`src/rtl/crf_pkg.sv`:
```
package crf_pkg;

  typedef enum logic [2:0] {
    PH_IDLE,
    PH_READY,
    PH_RECV,
    PH_EXEC,
    PH_COMPL
  } phase_t;

  localparam int STS_VALID  = 7;
  localparam int STS_CMDRDY = 6;
  localparam int STS_GO     = 5;
  localparam int STS_DAVAIL = 4;
  localparam int STS_EXPECT = 3;
  localparam int STS_RETRY  = 1;

  localparam logic [7:0] STS_CTRL_MASK = 8'h62;
  localparam logic [2:0] ADDR_DATA     = 3'd4;
  localparam int         LEN_LAST_OFS  = 5;

  typedef struct packed {
    logic clrPtrs;
    logic storeByte;
    logic rdAdvance;
    logic rewindRd;
  } dp_strobe_t;

endpackage

```
`src/rtl/crf_ctrl.sv`:
```
module crf_ctrl
  import crf_pkg::*;
(
  input  logic       clk,
  input  logic       rstN,
  input  logic       regWrEn,
  input  logic       regRdEn,
  input  logic [2:0] regAddr,
  input  logic [7:0] regWrByte,
  input  logic       beRspDone,
  input  logic       cmdFull,
  input  logic       needMore,
  input  logic       rspLast,
  output phase_t     phase,
  output logic [7:0] sts,
  output dp_strobe_t strobe,
  output logic       beReq,
  output logic       beAbort
);

  phase_t     phaseNext;
  logic [7:0] stsNext;
  logic       reqNext;
  logic       abortNext;

  logic       wrData;
  logic       wrSts;
  logic       rdData;
  logic [7:0] ctrlBits;
  logic       isCmdRdy;
  logic       isGo;
  logic       isRetry;
  logic       stsWrBad;
  logic       expectNow;
  logic       rspTaken;

  assign wrData   = regWrEn && (regAddr == ADDR_DATA);
  assign wrSts    = regWrEn && (regAddr == 3'd0);
  assign rdData   = regRdEn && !regWrEn && (regAddr == ADDR_DATA);
  assign ctrlBits = regWrByte & STS_CTRL_MASK;
  assign isCmdRdy = ctrlBits == (8'h1 << STS_CMDRDY);
  assign isGo     = ctrlBits == (8'h1 << STS_GO);
  assign isRetry  = ctrlBits == (8'h1 << STS_RETRY);
  assign stsWrBad = wrSts && !isCmdRdy && !isGo && !isRetry;
  assign rspTaken = beRspDone && (phase == PH_EXEC);

  always_comb begin
    phaseNext = phase;
    stsNext   = sts;
    strobe    = '0;
    reqNext   = 1'b0;
    abortNext = 1'b0;
    expectNow = 1'b0;
    if (rspTaken) begin
      phaseNext              = PH_COMPL;
      stsNext                = '0;
      stsNext[STS_VALID]     = 1'b1;
      stsNext[STS_DAVAIL]    = 1'b1;
      strobe.clrPtrs         = 1'b1;
    end else if (wrSts) begin
      if (isCmdRdy) begin
        strobe.clrPtrs = (phase != PH_IDLE);
        if (phase != PH_READY) begin
          phaseNext           = PH_READY;
          stsNext             = '0;
          stsNext[STS_CMDRDY] = 1'b1;
          abortNext           = (phase == PH_EXEC);
        end
      end else if (isGo) begin
        if (phase == PH_RECV && !sts[STS_EXPECT]) begin
          phaseNext = PH_EXEC;
          reqNext   = 1'b1;
        end
      end else if (isRetry) begin
        if (phase == PH_COMPL) begin
          strobe.rewindRd     = 1'b1;
          stsNext             = '0;
          stsNext[STS_VALID]  = 1'b1;
          stsNext[STS_DAVAIL] = 1'b1;
        end
      end
    end else if (wrData && (phase == PH_READY || phase == PH_RECV)) begin
      expectNow = (phase == PH_READY) ? 1'b1 : sts[STS_EXPECT];
      if (phase == PH_READY) begin
        phaseNext = PH_RECV;
      end
      if (expectNow) begin
        stsNext            = '0;
        stsNext[STS_VALID] = 1'b1;
        if (!cmdFull) begin
          strobe.storeByte    = 1'b1;
          stsNext[STS_EXPECT] = needMore;
        end
      end
    end else if (rdData && phase == PH_COMPL && sts[STS_DAVAIL]) begin
      strobe.rdAdvance = 1'b1;
      if (rspLast) begin
        stsNext            = '0;
        stsNext[STS_VALID] = 1'b1;
      end
    end
  end

  always_ff @(posedge clk) begin
    if (!rstN) begin
      phase   <= PH_IDLE;
      sts     <= '0;
      beReq   <= 1'b0;
      beAbort <= 1'b0;
    end else begin
      phase   <= phaseNext;
      sts     <= stsNext;
      beReq   <= reqNext;
      beAbort <= abortNext;
    end
  end

  // idle always carries an empty status byte
  a_r1_idle_clear: assert property (@(posedge clk) disable iff (!rstN)
    (phase == PH_IDLE) |-> (sts == 8'h00));

  // expect only exists while a command is being received
  a_r5_expect_recv: assert property (@(posedge clk) disable iff (!rstN)
    sts[STS_EXPECT] |-> (phase == PH_RECV));

  // a backend request pulse coincides with the execution phase
  a_r7_req_exec: assert property (@(posedge clk) disable iff (!rstN)
    beReq |-> (phase == PH_EXEC));

  // the request is a single-cycle pulse
  a_r7_req_pulse: assert property (@(posedge clk) disable iff (!rstN)
    beReq |=> !beReq);

  // completion always reports valid status
  a_r8_compl_valid: assert property (@(posedge clk) disable iff (!rstN)
    (phase == PH_COMPL) |-> sts[STS_VALID]);

  // data-available is only seen in completion
  a_r9_davail_compl: assert property (@(posedge clk) disable iff (!rstN)
    sts[STS_DAVAIL] |-> (phase == PH_COMPL));

  // an abort pulse leaves the engine ready
  a_r12_abort_ready: assert property (@(posedge clk) disable iff (!rstN)
    beAbort |-> (phase == PH_READY));

  // a malformed control write leaves the phase alone
  a_r13_bad_write: assert property (@(posedge clk) disable iff (!rstN)
    (stsWrBad && !beRspDone) |=> (phase == $past(phase)));

endmodule

```
`src/rtl/crf_datapath.sv`:
```
module crf_datapath
  import crf_pkg::*;
#(
  parameter int DEPTH = 64,
  localparam int IW = $clog2(DEPTH),
  localparam int PW = IW + 1
) (
  input  logic          clk,
  input  logic          rstN,
  input  dp_strobe_t    strobe,
  input  phase_t        phase,
  input  logic [7:0]    sts,
  input  logic          regRdEn,
  input  logic          regWrEn,
  input  logic [2:0]    regAddr,
  input  logic          regByteAcc,
  input  logic [7:0]    regWrByte,
  input  logic [IW-1:0] beCmdIdx,
  input  logic          beRspWr,
  input  logic [IW-1:0] beRspIdx,
  input  logic [7:0]    beRspByte,
  output logic          cmdFull,
  output logic          needMore,
  output logic          rspLast,
  output logic [PW-1:0] wrCount,
  output logic [7:0]    beCmdByte,
  output logic [31:0]   regRdData
);

  logic [7:0]    cmdBuf [DEPTH];
  logic [7:0]    rspBuf [DEPTH];
  logic [PW-1:0] wrPtr;
  logic [PW-1:0] rdPtr;
  logic [PW-1:0] wrNext;
  logic [7:0]    lenByte [4];
  logic [31:0]   cmdLenAfter;
  logic [31:0]   rspLenRaw;
  logic [PW-1:0] rspLenEff;
  logic [15:0]   avail;
  logic [15:0]   burst;
  logic [31:0]   stsWord;
  logic [31:0]   rdWord;

  // length bytes as they will be once the incoming byte is stored
  for (genvar k = 0; k < 4; k++) begin : g_len
    localparam int OFS = LEN_LAST_OFS - 3 + k;
    assign lenByte[k] = (wrPtr == PW'(OFS)) ? regWrByte : cmdBuf[OFS];
  end

  assign wrNext      = wrPtr + PW'(1);
  assign cmdFull     = wrPtr == PW'(DEPTH);
  assign cmdLenAfter = {lenByte[0], lenByte[1], lenByte[2], lenByte[3]};
  assign needMore    = (wrNext <= PW'(LEN_LAST_OFS)) || (cmdLenAfter > 32'(wrNext));

  assign rspLenRaw = {rspBuf[LEN_LAST_OFS-3], rspBuf[LEN_LAST_OFS-2],
                      rspBuf[LEN_LAST_OFS-1], rspBuf[LEN_LAST_OFS]};
  assign rspLenEff = (rspLenRaw > 32'(DEPTH)) ? PW'(DEPTH) : rspLenRaw[PW-1:0];
  assign rspLast   = (rdPtr + PW'(1)) >= rspLenEff;

  assign wrCount   = wrPtr;
  assign beCmdByte = cmdBuf[beCmdIdx];

  always_comb begin
    if (sts[STS_DAVAIL]) avail = 16'(rspLenEff - rdPtr);
    else                 avail = 16'(PW'(DEPTH) - wrPtr);
    burst   = (regByteAcc && avail > 16'd255) ? 16'd255 : avail;
    stsWord = {8'h00, burst, sts};
    if (regAddr == ADDR_DATA) begin
      if (phase == PH_COMPL && sts[STS_DAVAIL]) rdWord = {24'h0, rspBuf[rdPtr[IW-1:0]]};
      else                                      rdWord = 32'h0000_00FF;
    end else begin
      rdWord = stsWord >> {regAddr[1:0], 3'b000};
    end
  end

  always_ff @(posedge clk) begin
    if (!rstN) begin
      wrPtr     <= '0;
      rdPtr     <= '0;
      regRdData <= '0;
    end else begin
      if (strobe.clrPtrs) begin
        wrPtr <= '0;
        rdPtr <= '0;
      end else begin
        if (strobe.storeByte) wrPtr <= wrNext;
        if (strobe.rdAdvance) rdPtr <= rdPtr + PW'(1);
        if (strobe.rewindRd)  rdPtr <= '0;
      end
      if (regRdEn && !regWrEn) regRdData <= rdWord;
    end
  end

  always_ff @(posedge clk) begin
    if (strobe.storeByte) cmdBuf[wrPtr[IW-1:0]] <= regWrByte;
    if (beRspWr && phase == PH_EXEC) rspBuf[beRspIdx] <= beRspByte;
  end

  // the write pointer never passes the buffer size
  a_r6_wr_bound: assert property (@(posedge clk) disable iff (!rstN)
    wrPtr <= PW'(DEPTH));

  // storing is never requested into a full buffer
  a_r6_no_overflow: assert property (@(posedge clk) disable iff (!rstN)
    strobe.storeByte |-> !cmdFull);

  // the read pointer never passes the buffer size
  a_r9_rd_bound: assert property (@(posedge clk) disable iff (!rstN)
    rdPtr <= PW'(DEPTH));

endmodule

```
`src/rtl/cmd_resp_fifo.sv`:
```
module cmd_resp_fifo
  import crf_pkg::*;
#(
  parameter int DEPTH = 64,
  localparam int IW = $clog2(DEPTH),
  localparam int PW = IW + 1
) (
  input  logic          clk,
  input  logic          rstN,
  input  logic          regWrEn,
  input  logic          regRdEn,
  input  logic [2:0]    regAddr,
  input  logic          regByteAcc,
  input  logic [31:0]   regWrData,
  output logic [31:0]   regRdData,
  output logic          beReq,
  output logic [PW-1:0] beReqLen,
  output logic          beAbort,
  input  logic [IW-1:0] beCmdIdx,
  output logic [7:0]    beCmdByte,
  input  logic          beRspWr,
  input  logic [IW-1:0] beRspIdx,
  input  logic [7:0]    beRspByte,
  input  logic          beRspDone
);

  phase_t     phase;
  logic [7:0] sts;
  dp_strobe_t strobe;
  logic       cmdFull;
  logic       needMore;
  logic       rspLast;

  crf_ctrl u_ctrl (
    .clk       (clk),
    .rstN      (rstN),
    .regWrEn   (regWrEn),
    .regRdEn   (regRdEn),
    .regAddr   (regAddr),
    .regWrByte (regWrData[7:0]),
    .beRspDone (beRspDone),
    .cmdFull   (cmdFull),
    .needMore  (needMore),
    .rspLast   (rspLast),
    .phase     (phase),
    .sts       (sts),
    .strobe    (strobe),
    .beReq     (beReq),
    .beAbort   (beAbort)
  );

  crf_datapath #(.DEPTH(DEPTH)) u_dp (
    .clk        (clk),
    .rstN       (rstN),
    .strobe     (strobe),
    .phase      (phase),
    .sts        (sts),
    .regRdEn    (regRdEn),
    .regWrEn    (regWrEn),
    .regAddr    (regAddr),
    .regByteAcc (regByteAcc),
    .regWrByte  (regWrData[7:0]),
    .beCmdIdx   (beCmdIdx),
    .beRspWr    (beRspWr),
    .beRspIdx   (beRspIdx),
    .beRspByte  (beRspByte),
    .cmdFull    (cmdFull),
    .needMore   (needMore),
    .rspLast    (rspLast),
    .wrCount    (beReqLen),
    .beCmdByte  (beCmdByte),
    .regRdData  (regRdData)
  );

endmodule

```
`config.mk`:
```
export PLATFORM = sky130hd
export DESIGN_NAME = cmd_resp_fifo
export DESIGN_NICKNAME = d
export VERILOG_FILES = /design/src/rtl/crf_pkg.sv /design/src/rtl/crf_ctrl.sv /design/src/rtl/crf_datapath.sv /design/src/rtl/cmd_resp_fifo.sv
export SDC_FILE = /design/constraint.sdc
export NUM_CORES = 1
export LEC_CHECK = 0
export BUFFER_PORTS_ARGS = -buffer_cell sky130_fd_sc_hd__buf_2
export CAP_MARGIN = 25
export CORE_MARGIN = 3
export CORE_UTILIZATION = 30
export DETAILED_ROUTE_END_ITERATION = 8
export SYNTH_ARGS = -nofsm -noshare
export SYNTH_HDL_FRONTEND = slang
export SYNTH_SLANG_ARGS = --single-unit
```
`constraint.sdc`:
```
create_clock -name clk -period 4.8 [get_ports clk]
set_input_delay 0.48 -clock clk [delete_from_list [all_inputs] [get_ports clk]]
set_output_delay 0.48 -clock clk [all_outputs]
set_load 0.05 [all_outputs]
```
## Yosys cells after proc, flatten, opt, wreduce, memory -nomap -nowiden

Memories as Yosys holds them, arrays and structs flattened. A register that Yosys moved wholly into a read port is not among the register bits.
Index checks and enable logic that the tools add are counted.

| storage, ports and cells | value |
|---|---|
| memories kept | 2 |
| bits of input ports | 62 |
| logic and storage cells | 141 |
| memory bits (writable) | 1024 |
| register bits | 59 |

Memory list:

| name | words | width | rd ports | clocked after Yosys merged registers in | write ports | line | source |
|---|---|---|---|---|---|---|---|
| u_dp.cmdBuf | 64 | 8 | 5 | 0 | 1 | crf_datapath.sv:30 | `logic [7:0] cmdBuf [DEPTH];` |
| u_dp.rspBuf | 64 | 8 | 5 | 1 | 1 | crf_datapath.sv:31 | `logic [7:0] rspBuf [DEPTH];` |

| operators by class | value |
|---|---|
| bitwise logic cells | 5 |
| mux-type cells | 52 |
| order comparisons | 5 |
| reductions and logical operators | 35 |
| shift operators | 1 |
| eq/ne operators | 28 |
| add/sub/neg operators | 4 |

Operator list:

| operator | number |
|---|---|
| $mux 8 | 16 |
| $gt 32x7->1 | 1 |
| $gt 32x7->1 const B | 1 |
| $mux 16 | 2 |
| $mux 32 | 1 |
| $shr 24x5->32 | 1 |
| $mux 3 | 9 |
| $ne 4x4->1 const B | 6 |
| $mux 1 | 20 |
| $ne 3x3->1 const B | 6 |
| $gt 16x8->1 const B | 1 |
| $reduce_bool 3->1 | 5 |
| $add 7x1->7 const B | 2 |
| $eq 7x2->1 const B | 2 |
| $eq 7x3->1 const B | 2 |
| $reduce_and 7->1 | 2 |
| $logic_and 1x1->1 | 12 |
| $mux 6 | 2 |
| $reduce_and 5->1 | 2 |
| $reduce_or 5->1 | 2 |
| $eq 3x2->1 const B | 3 |
| $eq 3x3->1 const B | 3 |
| $reduce_bool 4->1 | 2 |
| $sub 7x7->8 | 1 |
| other kinds (17) | 26 |

## Longest topological paths before layout

| depth | value |
|---|---|
| depth in word-level cells | 11 |
| gate-level depth with buffers | 13 |

## Hierarchy

Synthesis repeated with hierarchy kept, for this count alone.

| second synthesis, totals | value |
|---|---|
| cells, all modules | 2213 |
| area, all modules | 43410.4 µm² |

By module, submodules not included:

| module | sequential area each (µm²) | cells an instance | instances | area an instance (µm²) |
|---|---|---|---|---|
| crf_datapath | 31490.2 | 2130 | 1 | 42749.8 |
| crf_ctrl | 180.2 | 83 | 1 | 660.6 |

## Least setup slack after synthesis

Ideal clock, no wire load.

| timing | value |
|---|---|
| path type | flip-flop to flip-flop |
| from | memory u_dp.rspBuf[5][0] |
| to | register u_dp.regRdData[11] |
| cell stages (with the launch flop) | 13 |
| path slack | 1.405 ns |
| library setup time | 0.070 ns |
| arrival | 3.324 ns |
| clock period less this slack | 3.395 ns |
| cells stage by stage | edfxtp_1 -> or4_1 -> o31a_1 -> nor3_1 -> nand2_1 -> inv_1 -> ha_1 -> a21oi_1 -> nor4b_2 -> nand2_1 -> a2111oi_4 -> o221ai_1 -> a21oi_1 |

RTL lines:

| item | line | source |
|---|---|---|
| start: declaration | crf_datapath.sv:31 |  |
| end signal: assignment | crf_datapath.sv:90 | `if (regRdEn && !regWrEn) regRdData <= rdWord;` |
| end: declaration | crf_datapath.sv:27 | `output logic [31:0] regRdData` |

==> impl_metrics.py <==
metrics = {
    "timing": {
        "rsz0062_at_grt": "no",
        "fin_worst_skew_ps": 19.22,
        "tns_ps": 0,
        "period_share_pct": 81.94,
        "setup_viol_count_final": 0,
        "hold_ws_ps": 156.2,
        "hold_violations": 0,
        "worstMarginPinSlew_ps": 996.9,
        "setup_ws_ps": 866.9,
        "slew_headroom_pct": 33.03,
        "fin_crit_ps": 3933,
        "drv_slew": 0,
        "max_freq_mhz": 254.3,
    },
    "clocking": {
        "cts_root_buf": "clkbuf_16",
        "cts_tree": "yes",
        "cts_num_sinks": 1070,
        "h-tree-depth": 3,
        "clk_latency_ps": 690,
        "cts_setup_buffers": 0,
        "cts-resized-gates": 0,
        "ctsHoldBuffers": 0,
        "cts-buffers-inserted": 105,
        "clk_pin_slew_worst_paths_ps": 60,
        "cts_max_path_buffers": 3,
    },
    "synth": {
        "syn_avg_cell_area_um2": 18.96,
        "yosysSeqAreaShare_pct": 73.11,
        "syn_inst": 2285,
        "synthFlopType": "edfxtp_1",
        "ys_ff_latch": 1070,
        "ys_async_sr_fraction_pct": 0,
        "synth_top_area_cell": "edfxtp_1",
        "synth.cell_area_mm2": 0.04332,
        "synth_edf_count": 1024,
        "synth_warnings": 0,
        "synth_cell_types": 78,
        "synth_top_cell_area_share_pct": 70.99,
        "synthTopCellsByArea": "edfxtp_1, mux4_2, dfxtp_1, mux2i_1, nor2_1",
    },
    "final_layout": {
        "fin_area_mm2": 0.04931,
        "area_growth_pct": 13.84,
        "nets": 2493,
        "seqCellArea_mm2": 0.03168,
        "multi_input_area_mm2": 0.01090,
        "layout-drive-gt1-share_pct": 22.60,
        "nFillCells": 13400,
    },
    "placed_design": {
        "gp_congestion": 0.8105,
        "place_hpwl_um": 68550,
        "placed_cell_area_mm2": 0.04601,
        "dp_slack_ps": 913.5,
        "io_buffers": 78,
    },
    "power_and_ir_drop": {
        "p_switching_w": 0.003892,
        "seqPwrFrac_pct": 54.4,
        "power.total_w": 0.01879,
        "pwr-share-clk_pct": 42.3,
        "p_per_area_mw_per_mm2": 381.1,
        "intPower_w": 0.01490,
        "combinationalPowerShare_pct": 3.3,
        "p_leak_nw": 15.01,
        "ir_worst_vdd_uv": 262.7,
        "swShare_pct": 20.71,
    },
    "floorplan": {
        "die_h_um": 386.0,
        "num_rows": 138,
        "core_area_mm2": 0.1424,
        "die_w_um": 386.0,
        "start_util_pct": 30.41,
        "dieArea_mm2": 0.1490,
        "ios": 111,
    },
    "routing": {
        "ant_nets": 0,
        "vias": 22250,
        "dr.pass1.iters": 5,
        "wl_um": 106700,
        "drt-vias-per-instance": 5.081,
        "drt_iter0_drc": 2170,
        "drc": 0,
        "wl_per_cell_um": 24.36,
    },
    "worst_setup_path": {
        "crit_type": "flop to flop",
        "max_stage_delay_ps": 610,
        "start_kind": "flop",
        "critical_path.max_fanout": 7,
        "crit_slowest_cell": "a2111oi_4",
        "r2r-start": "u_dp.rspBuf[5][0]$_DFFE_PP_",
        "worstSetupEndpointType": "flop",
        "cp.arrival_ps": 4540,
        "required_ps": 5410,
        "r2r_setup_slack_ps": 870,
        "r2r-end": "u_dp.regRdData[14]$_SDFFE_PN0P_",
        "crit_chain": "or4_1 > o31a_1 > nor3_1 > nand2_1 > inv_1 > ha_1 > a21oi_1 > nor4b_2 > nand2_1 > a2111oi_4 > o221ai_1 > a21oi_1",
        "rr_worst_depth": 12,
    },
    "hold_path": {
        "hp-class": "primary input to flop",
        "min_from": "beRspDone",
        "hold_end": "u_ctrl.sts[7]$_SDFFE_PN0P_",
        "whs_path_depth": 3,
    },
    "grt": {
        "antenna_found_initial": 10,
        "grt_pass1_wl_um": 155900,
        "grt_use_total_pct": 14.24,
        "grt-ovfl-total": 0,
        "grt_pass1_vias": 22200,
        "grt_start_max_net_pins": 66,
    },
    "run": {
        "cap_violations": 0,
    },
    "run_status": {
        "status": "finished clean",
    },
}
## state kept, by name (all words and copies together) (netlist names), named ones only
signal / flops
u_dp.rspBuf: 512
u_ctrl.phase: 3
u_ctrl.beReq: 1
u_dp.wrCount: 7
u_dp.regRdData: 17
u_ctrl.sts: 4
u_dp.rdPtr: 7
u_dp.cmdBuf: 512
u_ctrl.beAbort: 1
## synthesized netlist by cell type (10+ instances only)
master,number
clkbuf_1,63
nor3_1,18
a21oi_1,26
nor4_1,15
mux2i_1,83
buf_4,25
nand4_1,24
buf_2,34
dfxtp_1,46
inv_1,24
o21ai_0,14
edfxtp_1,1024
buf_1,10
ha_1,28
xnor2_1,21
a22oi_1,54
nor2b_1,22
o221ai_1,11
nand2_1,94
mux4_2,251
nor2_1,171
nand3_1,55
## worst max-delay path: cells and delay by family (launching register included)
| kind | cells | cell delay, ps |
|---|---|---|
| AO/OA/AOI/OAI | 5 | 1460 |
| flip-flops | 1 | 420 |
| adder cells (fa/ha/maj) | 1 | 260 |
| AND/OR/NAND/NOR | 5 | 1610 |
| buffers and inverters | 1 | 110 |
## power groups by stage
stage / Sequential, W / Clock, W / Combinational, W
floorplan: 0.0104 / 0 / 0.000312
global placement: 0.0104 / 0 / 0.000619
detailed placement: 0.0104 / 0 / 0.000628
CTS: 0.0102 / 0.00811 / 0.000628
global route: 0.0102 / 0.00848 / 0.000662
finish: 0.0102 / 0.00795 / 0.000621
## cells by family (layout without fill, tap and decap cells)
kind of cell,count (synthesis),count (layout),synth area share (%)
compound gates,196,196,3.429
buf+inv,163,358,1.797
flops,1070,1070,73.11
simple gates,456,456,5.058
mux,342,342,15.18
fa+ha+maj,29,29,0.8550
xor+xnor,28,28,0.5661
other cells,1,11,0.008657
## layout make-up
type | count | area share (%)
antenna | 3 | 0.01522
clock buffer | 136 | 5.668
clock inverter | 56 | 1.007
inverter | 27 | 0.2055
multi-input combinational | 1059 | 22.10
sequential | 1070 | 64.24
tap | 1890 | 4.795
timing repair buffer | 139 | 1.971
## placed cells by master, fill, tap and decap left out, types with 8 or more instances in the layout
cell / n
inv_1: 24
dfxtp_1: 44
o21ai_0: 14
buf_2: 76
mux2_2: 8
a21oi_1: 26
buf_12: 9
o211ai_1: 9
clkinv_1: 27
edfxtp_1: 1024
mux2i_1: 83
nand4_1: 24
clkinv_2: 15
xnor2_1: 21
buf_4: 53
nor2_1: 171
clkbuf_16: 106
conb_1: 8
mux4_2: 251
and3_1: 8
a221oi_1: 9
ha_1: 28
nand3_1: 55
nand2_1: 94
a22oi_1: 54
a22o_1: 8
nor4_1: 15
nor2b_1: 21
clkbuf_1: 27
nor3_1: 18
o221ai_1: 11
## stage by stage
stage | instances | util, %
CTS | 4377 | 34.61
global route | 4377 | 34.61
floorplan | 2292 | -
detailed placement | 4185 | 32.30
global placement | 4184 | 32.29
finish | 4380 | 34.62
## worst max-delay path by stage
stage | from | end | slack [ps]
finish | u_dp.rspBuf[5][0]$_DFFE_PP_ | u_dp.regRdData[14]$_SDFFE_PN0P_ | 870
global route | u_dp.rspBuf[5][0]$_DFFE_PP_ | u_dp.regRdData[8]$_SDFFE_PN0P_ | 560
CTS | u_dp.rspBuf[5][0]$_DFFE_PP_ | u_dp.regRdData[14]$_SDFFE_PN0P_ | 910
detailed placement | u_dp.rspBuf[5][0]$_DFFE_PP_ | u_dp.regRdData[14]$_SDFFE_PN0P_ | 910
global placement | u_dp.rspBuf[5][0]$_DFFE_PP_ | u_dp.regRdData[12]$_SDFFE_PN0P_ | 940
floorplan | u_dp.rspBuf[5][0]$_DFFE_PP_ | u_dp.regRdData[11]$_SDFFE_PN0P_ | 1410
## per-layer routing
layer	global-route usage [%]	routed length, um	up-vias
met2	21.71	48800	852
met1	19.48	44630	11620
li1	-	-	9603
met4	4.321	3099	4
met5	0	20	-
met3	4.396	10170	170
Power figures use the tool's default switching activity.
